--- src/rtl/mac_pkg.sv ---
// Shared types for the multiply-accumulate engine.
// Assumes: the command code is two bits wide and every code is defined.
package mac_pkg;
    typedef enum logic [1:0] {
        OP_MPY = 2'd0,
        OP_MAC = 2'd1,
        OP_ADD = 2'd2,
        OP_SHF = 2'd3
    } mac_op_e;
endpackage

--- src/rtl/mac_mult.sv ---
// 17x17 multiplier. Each operand is first extended by one bit, with its sign
// bit or with a zero, which gives one signed multiply for both formats.
// In fractional mode the product is doubled. The result is sign-extended to
// the accumulator width.
// Assumes: ACC_W >= 2*(OPND_W+1)+1, so the doubled product always fits.
module mac_mult #(
    parameter int OPND_W = 16,
    parameter int ACC_W  = 40
) (
    input  logic [OPND_W-1:0]       opnd_a,
    input  logic [OPND_W-1:0]       opnd_b,
    input  logic                    signed_ops,
    input  logic                    frac_mode,
    output logic signed [ACC_W-1:0] product
);
    localparam int EXT_W  = OPND_W + 1;
    localparam int PROD_W = 2 * EXT_W;

    logic signed [EXT_W-1:0]  ext_a;
    logic signed [EXT_W-1:0]  ext_b;
    logic signed [PROD_W-1:0] raw;
    logic signed [ACC_W-1:0]  wide;

    // Operand extension, multiply, and optional doubling.
    always_comb begin
        ext_a   = signed_ops ? $signed({opnd_a[OPND_W-1], opnd_a}) : $signed({1'b0, opnd_a});
        ext_b   = signed_ops ? $signed({opnd_b[OPND_W-1], opnd_b}) : $signed({1'b0, opnd_b});
        raw     = ext_a * ext_b;
        wide    = ACC_W'(raw);
        product = frac_mode ? (wide <<< 1) : wide;
    end

    // A zero operand must give a zero product in every format.
    always_comb begin
        if (opnd_a == '0 || opnd_b == '0) begin
            assert_zero_product_R2: assert (product == '0);
        end
    end
endmodule

--- src/rtl/mac_shift.sv ---
// Bidirectional barrel shifter for one accumulator value. A positive amount
// shifts left into a wider result, so no bits are lost before saturation. A
// negative amount shifts right arithmetically. The magnitude is clamped to
// SHIFT_MAX.
// Assumes: WIDE_W >= ACC_W + SHIFT_MAX.
module mac_shift #(
    parameter int ACC_W     = 40,
    parameter int SHIFT_MAX = 16,
    parameter int SH_W      = 6,
    parameter int WIDE_W    = 57
) (
    input  logic signed [ACC_W-1:0]  acc_in,
    input  logic [SH_W-1:0]          shamt,
    output logic signed [WIDE_W-1:0] shifted
);
    localparam logic [SH_W:0] MAG_MAX = (SH_W+1)'(SHIFT_MAX);

    logic                    go_right;
    logic [SH_W:0]           mag_raw;
    logic [SH_W:0]           mag;
    logic signed [WIDE_W-1:0] base;

    // Split the amount into direction and clamped magnitude, then shift.
    always_comb begin
        go_right = shamt[SH_W-1];
        mag_raw  = go_right ? (~{1'b1, shamt} + 1'b1) : {1'b0, shamt};
        mag      = (mag_raw > MAG_MAX) ? MAG_MAX : mag_raw;
        base     = WIDE_W'(acc_in);
        shifted  = go_right ? (base >>> mag) : (base <<< mag);
    end

    // A zero shift amount must pass the value through unchanged.
    always_comb begin
        if (shamt == '0) begin
            assert_zero_shift_R7: assert (shifted == WIDE_W'(acc_in));
        end
    end
endmodule

--- src/rtl/mac_sat.sv ---
// Reduces a wide signed result to accumulator width. When the value does not
// fit, it is clamped to the nearest limit if saturation is enabled, and
// otherwise truncated (wrapped). Reports whether a clamp took place.
// Assumes: WIDE_W > ACC_W.
module mac_sat #(
    parameter int ACC_W  = 40,
    parameter int WIDE_W = 57
) (
    input  logic signed [WIDE_W-1:0] wide_in,
    input  logic                     sat_en,
    output logic signed [ACC_W-1:0]  acc_res,
    output logic                     clamped
);
    localparam int HI_W = WIDE_W - ACC_W + 1;
    localparam logic [ACC_W-1:0] POS_LIM = {1'b0, {(ACC_W-1){1'b1}}};
    localparam logic [ACC_W-1:0] NEG_LIM = {1'b1, {(ACC_W-1){1'b0}}};

    logic [HI_W-1:0] hi;
    logic            fits;

    // Range test on the bits above the accumulator sign, then clamp or wrap.
    always_comb begin
        hi      = wide_in[WIDE_W-1:ACC_W-1];
        fits    = (&hi) || (~|hi);
        clamped = sat_en && !fits;
        if (clamped) begin
            acc_res = wide_in[WIDE_W-1] ? $signed(NEG_LIM) : $signed(POS_LIM);
        end else begin
            acc_res = wide_in[ACC_W-1:0];
        end
    end

    // A clamped result must be one of the two limits, on the side of the input's sign.
    always_comb begin
        if (clamped) begin
            assert_clamp_limit_R8: assert ((wide_in[WIDE_W-1] && acc_res == $signed(NEG_LIM)) ||
                                           (!wide_in[WIDE_W-1] && acc_res == $signed(POS_LIM)));
        end
    end
endmodule

--- src/rtl/dsp_mac_engine.sv ---
// Multiply-accumulate engine with NUM_ACC accumulators that have guard bits.
// Each valid command builds a wide result from the product, the destination
// accumulator and a second accumulator. The result is then reduced to
// accumulator width, with optional saturation, and written at the next edge.
// Guard-bit overflow flags are decoded from the stored accumulators. The
// saturation flags are sticky until reset.
// Assumes: synchronous active-low reset; all command inputs are qualified by op_valid.
module dsp_mac_engine #(
    parameter int OPND_W    = 16,
    parameter int ACC_W     = 40,
    parameter int GUARD_W   = 8,
    parameter int SHIFT_MAX = 16,
    parameter int SH_W      = 6,
    parameter int NUM_ACC   = 2,
    parameter int ASEL_W    = (NUM_ACC > 1) ? $clog2(NUM_ACC) : 1
) (
    input  logic                     clk,
    input  logic                     rst_n,
    input  logic                     op_valid,
    input  logic [1:0]               op_sel,
    input  logic [ASEL_W-1:0]        dst_sel,
    input  logic [ASEL_W-1:0]        src_sel,
    input  logic [OPND_W-1:0]        opnd_a,
    input  logic [OPND_W-1:0]        opnd_b,
    input  logic                     signed_ops,
    input  logic                     frac_mode,
    input  logic                     sub_en,
    input  logic                     sat_en,
    input  logic [SH_W-1:0]          shamt,
    output logic [NUM_ACC*ACC_W-1:0] acc_out,
    output logic [NUM_ACC-1:0]       ovf_flag,
    output logic [NUM_ACC-1:0]       sat_flag
);
    import mac_pkg::*;

    localparam int WIDE_W = ACC_W + SHIFT_MAX + 1;
    localparam int LOW_W  = ACC_W - GUARD_W;

    logic signed [ACC_W-1:0]  acc_q [NUM_ACC];
    logic [NUM_ACC-1:0]       sat_q;
    logic signed [ACC_W-1:0]  product;
    logic signed [WIDE_W-1:0] shifted;
    logic signed [WIDE_W-1:0] dst_w;
    logic signed [WIDE_W-1:0] src_w;
    logic signed [WIDE_W-1:0] prod_w;
    logic signed [WIDE_W-1:0] cand;
    logic signed [ACC_W-1:0]  acc_res;
    logic                     clamped;
    mac_op_e                  op;

    mac_mult #(.OPND_W(OPND_W), .ACC_W(ACC_W)) u_mult (
        .opnd_a     (opnd_a),
        .opnd_b     (opnd_b),
        .signed_ops (signed_ops),
        .frac_mode  (frac_mode),
        .product    (product)
    );

    mac_shift #(.ACC_W(ACC_W), .SHIFT_MAX(SHIFT_MAX), .SH_W(SH_W), .WIDE_W(WIDE_W)) u_shift (
        .acc_in  (acc_q[dst_sel]),
        .shamt   (shamt),
        .shifted (shifted)
    );

    // Choose the wide candidate result for the command.
    always_comb begin
        op     = mac_op_e'(op_sel);
        dst_w  = WIDE_W'(acc_q[dst_sel]);
        src_w  = WIDE_W'(acc_q[src_sel]);
        prod_w = WIDE_W'(product);
        case (op)
            OP_MPY:  cand = prod_w;
            OP_MAC:  cand = sub_en ? (dst_w - prod_w) : (dst_w + prod_w);
            OP_ADD:  cand = sub_en ? (dst_w - src_w) : (dst_w + src_w);
            OP_SHF:  cand = shifted;
            default: cand = dst_w;
        endcase
    end

    mac_sat #(.ACC_W(ACC_W), .WIDE_W(WIDE_W)) u_sat (
        .wide_in (cand),
        .sat_en  (sat_en),
        .acc_res (acc_res),
        .clamped (clamped)
    );

    // Accumulator and sticky saturation registers; only the selected one is written.
    always_ff @(posedge clk) begin
        if (!rst_n) begin
            for (int k = 0; k < NUM_ACC; k++) begin
                acc_q[k] <= '0;
            end
            sat_q <= '0;
        end else if (op_valid) begin
            for (int k = 0; k < NUM_ACC; k++) begin
                if (dst_sel == ASEL_W'(k)) begin
                    acc_q[k] <= acc_res;
                    sat_q[k] <= sat_q[k] | clamped;
                end
            end
        end
    end

    assign sat_flag = sat_q;

    generate
        for (genvar i = 0; i < NUM_ACC; i++) begin : g_acc
            // Drive this accumulator's output slice and its guard-bit flag.
            assign acc_out[i*ACC_W +: ACC_W] = acc_q[i];
            assign ovf_flag[i] = !((&acc_q[i][ACC_W-1:LOW_W-1]) || (~|acc_q[i][ACC_W-1:LOW_W-1]));

            // An accumulator that is not written keeps its value.
            assert_hold_R11: assert property (@(posedge clk) disable iff (!rst_n)
                !(op_valid && dst_sel == ASEL_W'(i)) |=> $stable(acc_out[i*ACC_W +: ACC_W]));

            // Once set, the saturation flag stays set until reset.
            assert_sticky_R8: assert property (@(posedge clk) disable iff (!rst_n)
                sat_flag[i] |=> sat_flag[i]);

            // A command without saturation never raises the flag.
            assert_no_sat_flag_R9: assert property (@(posedge clk) disable iff (!rst_n)
                (op_valid && !sat_en && dst_sel == ASEL_W'(i) && !sat_flag[i]) |=> !sat_flag[i]);

            // Loading a product of a zero operand clears the destination.
            assert_mpy_zero_R2: assert property (@(posedge clk) disable iff (!rst_n)
                (op_valid && op_sel == 2'd0 && dst_sel == ASEL_W'(i) && opnd_a == '0)
                |=> (acc_out[i*ACC_W +: ACC_W] == '0) && !ovf_flag[i]);
        end
    endgenerate
endmodule

--- config.mk ---
export PLATFORM = sky130hd
export DESIGN_NAME = dsp_mac_engine
export DESIGN_NICKNAME = d
export VERILOG_FILES = /design/src/rtl/mac_pkg.sv /design/src/rtl/mac_mult.sv /design/src/rtl/mac_shift.sv /design/src/rtl/mac_sat.sv /design/src/rtl/dsp_mac_engine.sv
export SDC_FILE = /design/constraint.sdc
export NUM_CORES = 2
export LEC_CHECK = 0
export CAP_MARGIN = 20
export CORE_UTILIZATION = 60
export DETAILED_ROUTE_END_ITERATION = 8
export HOLD_SLACK_MARGIN = 0.15
export PLACE_DENSITY = 0.79
export SLEW_MARGIN = 20
export SYNTH_ARGS = -nofsm -noshare
export SYNTH_HDL_FRONTEND = slang
export SYNTH_SLANG_ARGS = --single-unit
--- constraint.sdc ---
create_clock -name clk -period 33.3 [get_ports clk]
set_input_delay 8.325 -clock clk [delete_from_list [all_inputs] [get_ports clk]]
set_output_delay 8.325 -clock clk [all_outputs]
set_load 0.02 [all_outputs]
==> metrics <==
slowest cell on the critical path a2111oi_1; setup tns final 0 ps; area fraction of the dominant cell type after synthesis ~22%; CORE AREA ~45000 um2; initial antenna violation count 0; Mapped Area between 20000 and 30000 um2; CTS tree built; nets 3967; final critical-path share of the clock period around three fifths; final setup fails 0; worst hold path depth 2; Clock Latency Late Sink 380 ps; clk slew on worst S/H paths about 70 ps; Worst Path Arrival between 20000 and 25000 ps; Final WS setup 12730 ps; Die Span X approximately 220 um; CP Data Required Time 33380 ps; syn avg cell area roughly 7.9 um2; IO buf count 132; most frequent CP cell fa_1; Finished Cell Area ~29000 um2; Initial Util 61.2%; capturing point of the worst reg2reg path acc_q[1][1]; Vias around 27000; Slew Limit Fails 0; FMAX just under 0.05 GHz; Worst Path Max Fanout 34; Synth area leaders fa_1 22%, edfxtp_1 8.8%, ha_1 7.8%, a21oi_1 5.2%, nand2_1 5.2%; Iteration-0 DRC Markers 3413; Final min period just over 20000 ps; Worst Clk Skew ~13 ps; met2 WL around 42 mm; layout cells sized above 1 between 5 and 6%; CTS sink count 82; Routed met1 length 36.6 mm; first-pass GRT wire length roughly 150 mm; Yosys reg bits 82; largest net degree at the start of global routing 90; uppermost layer routed met4; worst slew pin tran around 1100 ps; postcts setup bufs 0; RePlAce Congestion approximately 1.1; headroom to the max-slew limit between 20% and 30%; Worst R2R Start acc_q[1][1]; remaining antenna violation count 0; Post-synth EDFFs 80; area post-placement just under 30000 um2; Clock H-tree levels 3; prevailing post-synth register cell edfxtp_1; commonest cells in the netlist 378 x nand2_1, 363 x inv_1, 302 x nor2_1, 298 x fa_1, 285 x a21oi_1; worst slack at placement approximately 13000 ps; total wire length between 90 and 100 mm; Synth Warn # 0; instance count of the mapped netlist roughly 3500; max incr delay on CP about 830 ps; GRT Util Overall 40.1%; grt total ovfl 0; FF-to-FF setup slack roughly 25000 ps; Worst Hold End sat_flag[0]; Yosys cell types 96; Fin Hold WS around 460 ps; vias in the first global route between 20000 and 30000; most frequent cell after synthesis nand2_1; clk root buf clkbuf_16; CTS Hold Buffers Added 0; Die Y between 200 and 250 um; dpl hpwl 73.4 mm; Final Hold Vio Count 0; drt drc 0; I/O Pins ~130; post-DR wirelength/cell between 20 and 25 um; Die ar. roughly 46000 um2; Synth Net Count about 4000; outcome finished clean; Critical Path End Type flip-flop; ant diodes 0; Max Cap Violations 0; WS Path Type input pin to flip-flop; Critical Path Start Type input pin; R2R cell count 28; clock buffer depth 2; Area Growth Syn to Fin 6.79%; Yosys top cell by area fa_1; FP Rows 77; Worst Hold Launch sat_flag[0]; RSZ-0062 raised after global routing no; Avg Vias per Cell around 6.6; wire length on met3 around 9.3 mm; post-synthesis sequential area ratio around 9.0%; min-delay worst type flip-flop to flip-flop; asr flop ratio synth 0%; CTS Buf Count 9; TritonRoute pass-1 iters 6; post-CTS sizing 0
==> through the flow <==
step / std cells / util [%]
after floorplan: 3469 / -
after detailed placement: 4032 / 64.7
final: 4048 / 65.4
after global placement: 4032 / 64.7
after global routing: 4048 / 65.4
after CTS: 4048 / 65.4
==> worst max path at each step <==
stage	startpoint	to	slack (ps)	depth (start not counted)
after floorplan	opnd_a[10]	acc_q[0][34]	15280	41
after global placement	opnd_a[15]	acc_q[0][1]	13230	39
after detailed placement	opnd_a[15]	acc_q[0][1]	12710	39
after CTS	opnd_a[15]	acc_q[1][1]	13070	39
after global routing	opnd_a[15]	acc_q[1][1]	12040	36
final	opnd_a[15]	acc_q[1][1]	12730	39
==> layout by cell type, fill, tap and decap left out, types with 28 or more instances in the layout <==
cell type and count:
ha_1 169, mux2_2 28, clkdlybuf4s50_1 125, nand2_1 378, nor3_1 75, inv_1 363, a31oi_1 45, edfxtp_1 80
a21oi_1 285, a21o_1 43, o21ai_2 30, nand3_1 47, mux4_2 28, buf_4 34, o21ai_0 191, nand2b_1 33
and2_1 133, xnor2_1 78, o211ai_1 39, mux2i_1 110, a211oi_1 50, fa_1 298, nor2_1 301, xor2_1 97
==> worst max-delay path, delay by kind of cell <==
family,cells,cell delay (ps)
buffers and inverters,5,1850
and+or+nand+nor,10,2090
adders and majority gates,8,4180
AOI/OAI and AO/OA,12,3150
xor gates and xnor gates,4,960
==> registers in the layout, summed over array words and instances, names as in the netlist <==
| signal | cells |
|---|---|
| acc_q | 80 |
| sat_flag | 2 |
==> routing by layer <==
layer / up-vias / track usage, %
li1: 11964 / -
met1: 12809 / 54.2
met2: 1633 / 63.2
met3: 269 / 6.99
met4: 0 / 17.6
met5: - / 0
==> final cells by class <==
class                      instances  area, um2
multi-input combinational       2830      22700
fill                            3891      15400
sequential                        82       2440
timing repair buffer             165       1540
inverter                         363       1360
tap                              592        741
clock buffer                       9        225
clock inverter                     7       51.3
==> logic make-up (layout without fill, tap and decap cells) <==
| logic type | after synthesis | after routing | synth area share, % |
|---|---|---|---|
| compound gates | 890 | 890 | 20.6 |
| xor+xnor | 177 | 177 | 5.69 |
| mux | 166 | 166 | 7.51 |
| flops | 82 | 82 | 8.96 |
| simple gates | 1130 | 1130 | 19.6 |
| fa+ha+maj | 467 | 467 | 29.7 |
| buf+inv | 557 | 544 | 7.94 |
Power is not shown: default switching activity piles up to over one toggle a cycle in this logic, so the estimate is an artifact.
